--- src/rtl/tmr_bank_pkg.sv ---
// Shared constants and types for the countdown timer bank.
// Assumes a 32-bit data bus and fixed bit positions inside each register word.
package tmr_bank_pkg;
    localparam int DATA_W    = 32;
    localparam int STOP_BIT  = 31;   // stop flag in the base register
    localparam int MASK_BIT  = 31;   // request mask in the routing word
    localparam int PRIO_LSB  = 16;
    localparam int PRIO_W    = 4;
    localparam int VEC_W     = 16;
    localparam int REG_LSB   = 4;    // 16-byte register spacing
    localparam int CH_LSB    = 6;    // 64-byte channel stride
    localparam int ROUTE_PAD = DATA_W - 1 - PRIO_W - VEC_W;

    typedef enum logic [1:0] {
        REG_LIVE  = 2'd0,
        REG_BASE  = 2'd1,
        REG_ROUTE = 2'd2,
        REG_DEST  = 2'd3
    } tmr_reg_e;
endpackage

--- src/rtl/tmr_bus_decode.sv ---
// Address decoder for the timer bank.
// Splits a byte address into a channel index and a register select, and
// flags the shared control word. It turns a write into at most one strobe.
// Assumes word-aligned register offsets; any other address decodes to nothing.
module tmr_bus_decode
    import tmr_bank_pkg::*;
#(
    parameter int NUM_CH    = 4,
    parameter int ADDR_W    = 10,
    parameter int CTRL_ADDR = 'h200
) (
    input  logic                  clk,
    input  logic                  rst_n,
    input  logic                  bus_sel,
    input  logic                  bus_wr,
    input  logic [ADDR_W-1:0]     bus_addr,
    output logic                  ch_hit,
    output logic [$clog2(NUM_CH > 1 ? NUM_CH : 2)-1:0] ch_idx,
    output tmr_reg_e              reg_sel,
    output logic                  ctrl_hit,
    output logic [NUM_CH-1:0]     ch_wr,
    output logic                  ctrl_wr
);
    localparam int IDX_W   = $clog2(NUM_CH > 1 ? NUM_CH : 2);
    localparam int UPPER_W = ADDR_W - CH_LSB;

    logic wr_cycle;

    // Classify the address: channel register, control word, or unmapped.
    always_comb begin
        ch_hit   = (bus_addr[ADDR_W-1:CH_LSB] < UPPER_W'(NUM_CH)) &&
                   (bus_addr[REG_LSB-1:0] == '0);
        ch_idx   = bus_addr[CH_LSB +: IDX_W];
        reg_sel  = tmr_reg_e'(bus_addr[CH_LSB-1:REG_LSB]);
        ctrl_hit = (bus_addr == ADDR_W'(CTRL_ADDR));
        wr_cycle = bus_sel && bus_wr;
        ctrl_wr  = wr_cycle && ctrl_hit;
    end

    // One write strobe per channel.
    for (genvar g = 0; g < NUM_CH; g++) begin : g_strobe
        assign ch_wr[g] = wr_cycle && ch_hit && (ch_idx == IDX_W'(g));
    end

    // A write reaches at most one target.
    assert_single_target_R2: assert property (@(posedge clk) disable iff (!rst_n)
        $onehot0({ch_wr, ctrl_wr}));
endmodule

--- src/rtl/tmr_prescaler.sv ---
// Shared step generator for the timer bank.
// A free-running counter gives a one-clock step every FAST_DIV clocks, or
// every SLOW_DIV clocks while slow_sel is high. A change of rate takes
// effect on the running count and needs no restart.
// Assumes FAST_DIV >= 2 and SLOW_DIV >= FAST_DIV.
module tmr_prescaler #(
    parameter int FAST_DIV = 8,
    parameter int SLOW_DIV = 64
) (
    input  logic clk,
    input  logic rst_n,
    input  logic slow_sel,
    output logic tick
);
    localparam int PW = $clog2(SLOW_DIV);

    logic [PW-1:0] cnt_q;
    logic [PW-1:0] limit;

    // Choose the terminal value and flag a step when it is reached.
    always_comb begin
        limit = slow_sel ? PW'(SLOW_DIV - 1) : PW'(FAST_DIV - 1);
        tick  = (cnt_q >= limit);
    end

    // Advance the divider, wrapping to zero on each step.
    always_ff @(posedge clk) begin
        if (!rst_n)    cnt_q <= '0;
        else if (tick) cnt_q <= '0;
        else           cnt_q <= cnt_q + PW'(1);
    end

    // Steps never fall on two clocks in a row.
    assert_tick_gap_R6: assert property (@(posedge clk) disable iff (!rst_n)
        tick |=> !tick);
endmodule

--- src/rtl/tmr_channel.sv ---
// One countdown channel: base register with stop flag, live counter,
// routing word and destination mask. On a prescaler step it counts down;
// at 1 or 0 it reloads the base and, if unmasked, pulses its request.
// Assumes CNT_W <= 31, so the stop flag sits above the count field.
module tmr_channel
    import tmr_bank_pkg::*;
#(
    parameter int CNT_W   = 31,
    parameter int NUM_CPU = 4
) (
    input  logic               clk,
    input  logic               rst_n,
    input  logic               tick,
    input  logic               wr_en,
    input  tmr_reg_e           reg_sel,
    input  logic [DATA_W-1:0]  wdata,
    output logic [DATA_W-1:0]  rdata,
    output logic               irq_req,
    output logic [VEC_W-1:0]   irq_vec,
    output logic [PRIO_W-1:0]  irq_prio,
    output logic [NUM_CPU-1:0] irq_dest
);
    logic [CNT_W-1:0]   base_q, live_q;
    logic               stop_q, mask_q, irq_q;
    logic [PRIO_W-1:0]  prio_q;
    logic [VEC_W-1:0]   vec_q;
    logic [NUM_CPU-1:0] dest_q;
    logic               wr_base, wr_route, wr_dest, load_now, at_end, expire;

    // Decode the write target and the load and expiry conditions.
    always_comb begin
        wr_base  = wr_en && (reg_sel == REG_BASE);
        wr_route = wr_en && (reg_sel == REG_ROUTE);
        wr_dest  = wr_en && (reg_sel == REG_DEST);
        load_now = wr_base && (wdata[STOP_BIT] || stop_q);
        at_end   = (live_q <= CNT_W'(1));
        expire   = tick && !stop_q && !load_now && at_end;
    end

    // Base value and stop flag.
    always_ff @(posedge clk) begin
        if (!rst_n) begin
            base_q <= '0;
            stop_q <= 1'b1;
        end else if (wr_base) begin
            base_q <= wdata[CNT_W-1:0];
            stop_q <= wdata[STOP_BIT];
        end
    end

    // Live counter: a load wins, otherwise count or reload on a step.
    always_ff @(posedge clk) begin
        if (!rst_n)                live_q <= '0;
        else if (load_now)         live_q <= wdata[CNT_W-1:0];
        else if (tick && !stop_q)  live_q <= at_end ? base_q : live_q - CNT_W'(1);
    end

    // Routing word and destination mask.
    always_ff @(posedge clk) begin
        if (!rst_n) begin
            mask_q <= 1'b1;
            prio_q <= '0;
            vec_q  <= '0;
            dest_q <= '0;
        end else begin
            if (wr_route) begin
                mask_q <= wdata[MASK_BIT];
                prio_q <= wdata[PRIO_LSB +: PRIO_W];
                vec_q  <= wdata[VEC_W-1:0];
            end
            if (wr_dest) dest_q <= wdata[NUM_CPU-1:0];
        end
    end

    // One-clock request on an unmasked expiry.
    always_ff @(posedge clk) begin
        if (!rst_n) irq_q <= 1'b0;
        else        irq_q <= expire && !mask_q;
    end

    // Register read-back for the selected offset.
    always_comb begin
        case (reg_sel)
            REG_LIVE:  rdata = DATA_W'(live_q);
            REG_BASE:  rdata = {stop_q, (DATA_W-1)'(base_q)};
            REG_ROUTE: rdata = {mask_q, {ROUTE_PAD{1'b0}}, prio_q, vec_q};
            default:   rdata = DATA_W'(dest_q);
        endcase
    end

    assign irq_req  = irq_q;
    assign irq_vec  = vec_q;
    assign irq_prio = prio_q;
    assign irq_dest = dest_q;

    // A stopped channel with no base write keeps its count.
    assert_hold_stopped_R3: assert property (@(posedge clk) disable iff (!rst_n)
        (stop_q && !wr_base) |=> $stable(live_q));
    // Count drops by one per step while running and not at the end.
    assert_step_down_R4: assert property (@(posedge clk) disable iff (!rst_n)
        (tick && !stop_q && !wr_base && !at_end) |=> (live_q == $past(live_q) - CNT_W'(1)));
    // Expiry reloads the stored base.
    assert_reload_R5: assert property (@(posedge clk) disable iff (!rst_n)
        (tick && !stop_q && !wr_base && at_end) |=> (live_q == $past(base_q)));
    // A request implies the mask was clear.
    assert_mask_blocks_R7: assert property (@(posedge clk) disable iff (!rst_n)
        irq_q |-> $past(!mask_q));
    // Requests last one clock.
    assert_pulse_width_R8: assert property (@(posedge clk) disable iff (!rst_n)
        irq_q |=> !irq_q);
    // A write to the live offset leaves a stopped count alone.
    assert_live_readonly_R10: assert property (@(posedge clk) disable iff (!rst_n)
        (wr_en && reg_sel == REG_LIVE && stop_q) |=> $stable(live_q));
endmodule

--- src/rtl/tmr_bank.sv ---
// Top of the countdown timer bank: decoder, shared prescaler, the control
// word and a generated array of channels, plus the read-back mux.
// Assumes reads are combinational on the address and writes take effect
// at the next rising edge.
module tmr_bank
    import tmr_bank_pkg::*;
#(
    parameter int NUM_CH    = 4,
    parameter int NUM_CPU   = 4,
    parameter int CNT_W     = 31,
    parameter int FAST_DIV  = 8,
    parameter int SLOW_DIV  = 64,
    parameter int ADDR_W    = 10,
    parameter int CTRL_ADDR = 'h200
) (
    input  logic                        clk,
    input  logic                        rst_n,
    input  logic                        bus_sel,
    input  logic                        bus_wr,
    input  logic [ADDR_W-1:0]           bus_addr,
    input  logic [31:0]                 bus_wdata,
    output logic [31:0]                 bus_rdata,
    output logic [NUM_CH-1:0]           irq_req,
    output logic [NUM_CH*16-1:0]        irq_vec,
    output logic [NUM_CH*4-1:0]         irq_prio,
    output logic [NUM_CH*NUM_CPU-1:0]   irq_dest
);
    localparam int IDX_W   = $clog2(NUM_CH > 1 ? NUM_CH : 2);
    localparam int DIV_LSB = 8;

    logic              ch_hit, ctrl_hit, ctrl_wr, tick, slow_sel;
    logic [IDX_W-1:0]  ch_idx;
    tmr_reg_e          reg_sel;
    logic [NUM_CH-1:0] ch_wr;
    logic [1:0]        div_q;
    logic [DATA_W-1:0] ch_rdata [NUM_CH];

    tmr_bus_decode #(
        .NUM_CH(NUM_CH), .ADDR_W(ADDR_W), .CTRL_ADDR(CTRL_ADDR)
    ) u_decode (
        .clk(clk), .rst_n(rst_n), .bus_sel(bus_sel), .bus_wr(bus_wr),
        .bus_addr(bus_addr), .ch_hit(ch_hit), .ch_idx(ch_idx),
        .reg_sel(reg_sel), .ctrl_hit(ctrl_hit), .ch_wr(ch_wr), .ctrl_wr(ctrl_wr)
    );

    // Shared control word: prescale select field.
    always_ff @(posedge clk) begin
        if (!rst_n)       div_q <= 2'b00;
        else if (ctrl_wr) div_q <= bus_wdata[DIV_LSB +: 2];
    end

    assign slow_sel = &div_q;

    tmr_prescaler #(.FAST_DIV(FAST_DIV), .SLOW_DIV(SLOW_DIV)) u_presc (
        .clk(clk), .rst_n(rst_n), .slow_sel(slow_sel), .tick(tick)
    );

    for (genvar g = 0; g < NUM_CH; g++) begin : g_ch
        tmr_channel #(.CNT_W(CNT_W), .NUM_CPU(NUM_CPU)) u_ch (
            .clk(clk), .rst_n(rst_n), .tick(tick), .wr_en(ch_wr[g]),
            .reg_sel(reg_sel), .wdata(bus_wdata), .rdata(ch_rdata[g]),
            .irq_req(irq_req[g]),
            .irq_vec(irq_vec[g*VEC_W +: VEC_W]),
            .irq_prio(irq_prio[g*PRIO_W +: PRIO_W]),
            .irq_dest(irq_dest[g*NUM_CPU +: NUM_CPU])
        );
    end

    // Read-back mux: control word, channel register, or zero.
    always_comb begin
        if (ctrl_hit)    bus_rdata = DATA_W'({div_q, {DIV_LSB{1'b0}}});
        else if (ch_hit) bus_rdata = ch_rdata[ch_idx];
        else             bus_rdata = '0;
    end

    // Unmapped writes leave the control word alone.
    assert_ctrl_isolated_R2: assert property (@(posedge clk) disable iff (!rst_n)
        !ctrl_wr |=> $stable(div_q));
endmodule

--- config.mk ---
export PLATFORM = sky130hd
export DESIGN_NAME = tmr_bank
export DESIGN_NICKNAME = d
export VERILOG_FILES = /design/src/rtl/tmr_bank_pkg.sv /design/src/rtl/tmr_bus_decode.sv /design/src/rtl/tmr_prescaler.sv /design/src/rtl/tmr_channel.sv /design/src/rtl/tmr_bank.sv
export SDC_FILE = /design/constraint.sdc
export NUM_CORES = 1
export LEC_CHECK = 0
export ABC_AREA = 1
export ABC_CLOCK_PERIOD_IN_PS = 5260
export BUFFER_PORTS_ARGS = -buffer_cell sky130_fd_sc_hd__buf_2
export CAP_MARGIN = 20
export CORE_MARGIN = 4
export CORE_UTILIZATION = 25
export CTS_CLUSTER_DIAMETER = 30
export CTS_CLUSTER_SIZE = 14
export DETAILED_ROUTE_END_ITERATION = 8
export HOLD_SLACK_MARGIN = 0.1
export PLACE_DENSITY_LB_ADDON = 0.05
export RECOVER_POWER = 50
export SETUP_SLACK_MARGIN = 0.05
export SLEW_MARGIN = 5
export SYNTH_ARGS = -nofsm -noshare
export SYNTH_HDL_FRONTEND = slang
export SYNTH_SLANG_ARGS = --single-unit
--- constraint.sdc ---
create_clock -name clk -period 5.26 [get_ports clk]
set_clock_uncertainty 0.15 [all_clocks]
set_input_delay 0 -clock clk [delete_from_list [all_inputs] [get_ports clk]]
set_output_delay 0 -clock clk [all_outputs]
set_load 0.05 [all_outputs]
==> run_results.csv <==
group,metric,value,unit
outcome,outcome,"finished with violations",
placement,routabilityCongestion,0.905,
global_routing,grt_antenna_before_repair,14,
power,irDropWorstVdd,318,uV
global_routing,first_pass_grt_wire_length,181,mm
critical_path,worstPathRequired,5.75,ns
placement,detailed_placement_wirelength_estimate,91.4,mm
global_routing,gr-usage-met3,7.94,%
sta,tightest_slew,3.47,ns
floorplan,die-area,92500,um2
synthesis,primary_ff_master_synth,"sky130_fd_sc_hd__dfxtp_1",
sta,grt_setup_unrepaired,"false",
sta,report.final.slew_viol_count,227,
global_routing,grt.total_usage,26.9,%
routing,initialDrtViolationCount,2390,
synthesis,post-synth-top-area-fraction,33.2,%
placement,buffer_ports.inserted,177,
layout,filler_cell_count,9642,
cts,tritoncts_clock_tree,"yes",
floorplan,initial_core_util,25.2,%
power,fin_total_pwr,10.9,mW
sta,fin_setup_tns,0,ns
routing,drt-pass1-iter-count,5,
layout,footprint_of_the_flip_flops_and_latches,7290,um2
synthesis,syn_inst,3459,
critical_path,crit_path_start_kind,"input pin",
floorplan,die_height,304,um
routing,detail_route.wl_per_cell,26.2,um
synthesis,yosys_warnings,0,
critical_path,crit_path_max_fanout,111,
routing,ant_nets,0,
global_routing,globalRouteMet1Util,36.2,%
sta,finalCriticalPeriod,4.40,ns
cts,buffer_depth_of_the_longest_clock_path,3,
synthesis,async_flop_share,0,%
floorplan,placeableCoreArea,86900,um2
layout,layout.cells.non_filler,4915,
cts,cts-buffers-inserted,132,
synthesis,yosys.area.top_type,"sky130_fd_sc_hd__dfxtp_1",
synthesis,synthDistinctLibCells,47,
synthesis,synth.yosys.seq_area_share,33.2,%
sta,final_count_of_negative_setup_slack_endpoints,0,
synthesis,synth_edf_count,0,
routing,via_count,25500,
cts,cts.sink_count,364,
sta,worst_slew_margin_rel,-131,%
layout,final_cell_mix,"sky130_fd_sc_hd__nand2_1, sky130_fd_sc_hd__inv_1, sky130_fd_sc_hd__o21ai_0, sky130_fd_sc_hd__a21oi_1, sky130_fd_sc_hd__dfxtp_1",
job,cap_viol_max_count,4,
cts,cts.htree.levels,4,
power,leakage,11.8,nW
synthesis,syn-cell-area,21900,um2
critical_path,critical_path_class,"in2reg",
cts,cts.clk_slew.worst_paths,0.04,ns
global_routing,maximum_number_of_pins_on_one_net_before_global_route_repair,112,
routing,routed_wirelength,129,mm
critical_path,timing.critical_path.arrival,4.89,ns
routing,remaining_drc_errors,0,
hold_path,worstHoldPathType,"in2reg",
sta,timing.final.hold_violations,0,
floorplan,boundaryPins,178,
critical_path,endpoint_class_of_the_critical_path,"register",
floorplan,row_count,108,
layout,layout.nets,3716,
global_routing,global_route.peak_usage_layer,"met2",
layout,area_growth,29.2,%
sta,max_freq,0.227,GHz
sta,layout_worst_path_cycle_share,83.6,%
layout,fraction_of_layout_instances_using_a_drive_strength_above_1,11.0,%
synthesis,post_synth.cell_area_avg,6.34,um2
placement,placedCellCount,4623,
synthesis,net_count_synth,3517,
global_routing,met2_usage,41.0,%
routing,post_drt_via_cell_ratio,5.18,
power,power.density,385,nW/um2
synthesis,netlist_top_cells_area,"sky130_fd_sc_hd__dfxtp_1, sky130_fd_sc_hd__nand2_1, sky130_fd_sc_hd__o21ai_0, sky130_fd_sc_hd__a21oi_1, sky130_fd_sc_hd__inv_1",
synthesis,synth_seq_cells,364,
layout,multi_input_area,11600,um2
cts,clock_insertion_delay_worst_skew,0.71,ns
cts,clockRootBuffer,"sky130_fd_sc_hd__clkbuf_16",
global_routing,grt_pass1_vias,24200,
outcome,violated_checks,"capacitance limit, slew limit",
global_routing,grt_overflow,0,
layout,layout_commonest_cell,"sky130_fd_sc_hd__nand2_1",
floorplan,die_width,304,um
[layer usage]
layer	routed length, um	vias to the layer above
li1	-	11800
met1	56800	12300
met2	56100	1166
met3	11700	192
met4	4300	0
met5	0	-
[sequential cells by signal, summed over array words and instances (netlist names)]
| register | flops |
|---|---|
| g_ch.u_ch.base_q | 124 |
| g_ch.u_ch.live_q | 124 |
| g_ch.u_ch.irq_vec | 64 |
| g_ch.u_ch.irq_dest | 16 |
| g_ch.u_ch.irq_prio | 16 |
| u_presc.cnt_q | 6 |
| g_ch.u_ch.irq_req | 4 |
| g_ch.u_ch.mask_q | 4 |
| g_ch.u_ch.stop_q | 4 |
| div_q | 2 |
[Yosys cell counts, drive strengths merged (9+ instances only)]
library cell	number
nand4	44
a21oi	398
o21ai	432
clkbuf	111
nor3	12
xor2	36
ha	12
o221ai	42
a221oi	23
inv	531
dfxtp	364
o211ai	17
a31oi	9
nor2	335
nand3	247
nor4	15
o22ai	52
buf	88
nand2	660
[stage by stage]
step | utilization (%) | setup slack (ns) | hold slack, ns | instance area (um2)
final | 32.6 | 0.860 | 0.189 | 28300
after global routing | 32.6 | 0.518 | 0.207 | 28300
after CTS | 32.8 | 1.20 | 0.146 | 28500
after detailed placement | 27.2 | 1.79 | 0.185 | 23600
after global placement | 27.1 | 1.80 | 0.181 | 23600
after floorplan | - | 2.82 | -0.0196 | 21900
[cell type report]
cell class / count / area share [%]
antenna: 7 / 0.0619
inverter: 535 / 7.11
clock inverter: 45 / 1.90
sequential: 364 / 25.7
tap: 1155 / 5.10
timing repair buffer: 264 / 5.51
clock buffer: 184 / 13.5
multi-input combinational: 2361 / 41.1
[logic make-up (layout without fill, tap and decap cells)]
group	count (synthesis)	count (layout)	share of synthesized area, %
XOR/XNOR	44	44	1.76
other	0	7	0
AND/OR/NAND/NOR	1322	1322	26.2
flip-flops	364	364	33.2
AO/OA/AOI/OAI	983	983	24.6
buffers and inverters	734	1028	13.4
adder cells (fa/ha/maj)	12	12	0.685
[path summary, 6_finish.rpt]
kind                                from                                    to  slack, ns  cells after the start
max                                rst_n                 div_q[0]$_SDFFE_PN0P_       0.86                      6
min                        bus_wdata[30]  g_ch[3].u_ch.base_q[30]$_SDFFE_PN0P_       0.19                      4
min reg2reg  u_presc.cnt_q[0]$_SDFF_PP0_           u_presc.cnt_q[0]$_SDFF_PP0_       0.31                      1
max reg2reg        div_q[0]$_SDFFE_PN0P_   g_ch[0].u_ch.live_q[2]$_SDFFE_PN0P_       1.82                     13
[power breakdown]
| part | leakage [nW] | internal (mW) | switching (mW) |
|---|---|---|---|
| logic | 6.77 | 0.0833 | 0.389 |
| registers | 2.93 | 2.78 | 0.00247 |
| clock network | 2.14 | 5.42 | 2.22 |
| total | 11.8 | 8.28 | 2.61 |
[what timing repair did]
action / in CTS / in global routing
hold buffers: 51 / 0
gates resized for setup: 0 / 0
endpoints found under the hold margin: 300 / 0
setup buffers: 0 / 0
[worst max-delay path, stage by stage]
cell and delay (ns):
sky130_fd_sc_hd__dlygate4sd3_1 0.54, sky130_fd_sc_hd__buf_6 0.63, sky130_fd_sc_hd__clkbuf_1 2.51, sky130_fd_sc_hd__o21ai_0 0.33
sky130_fd_sc_hd__a21oi_1 0.26, sky130_fd_sc_hd__dlygate4sd3_1 0.57
(Power assumes the default switching activity.)
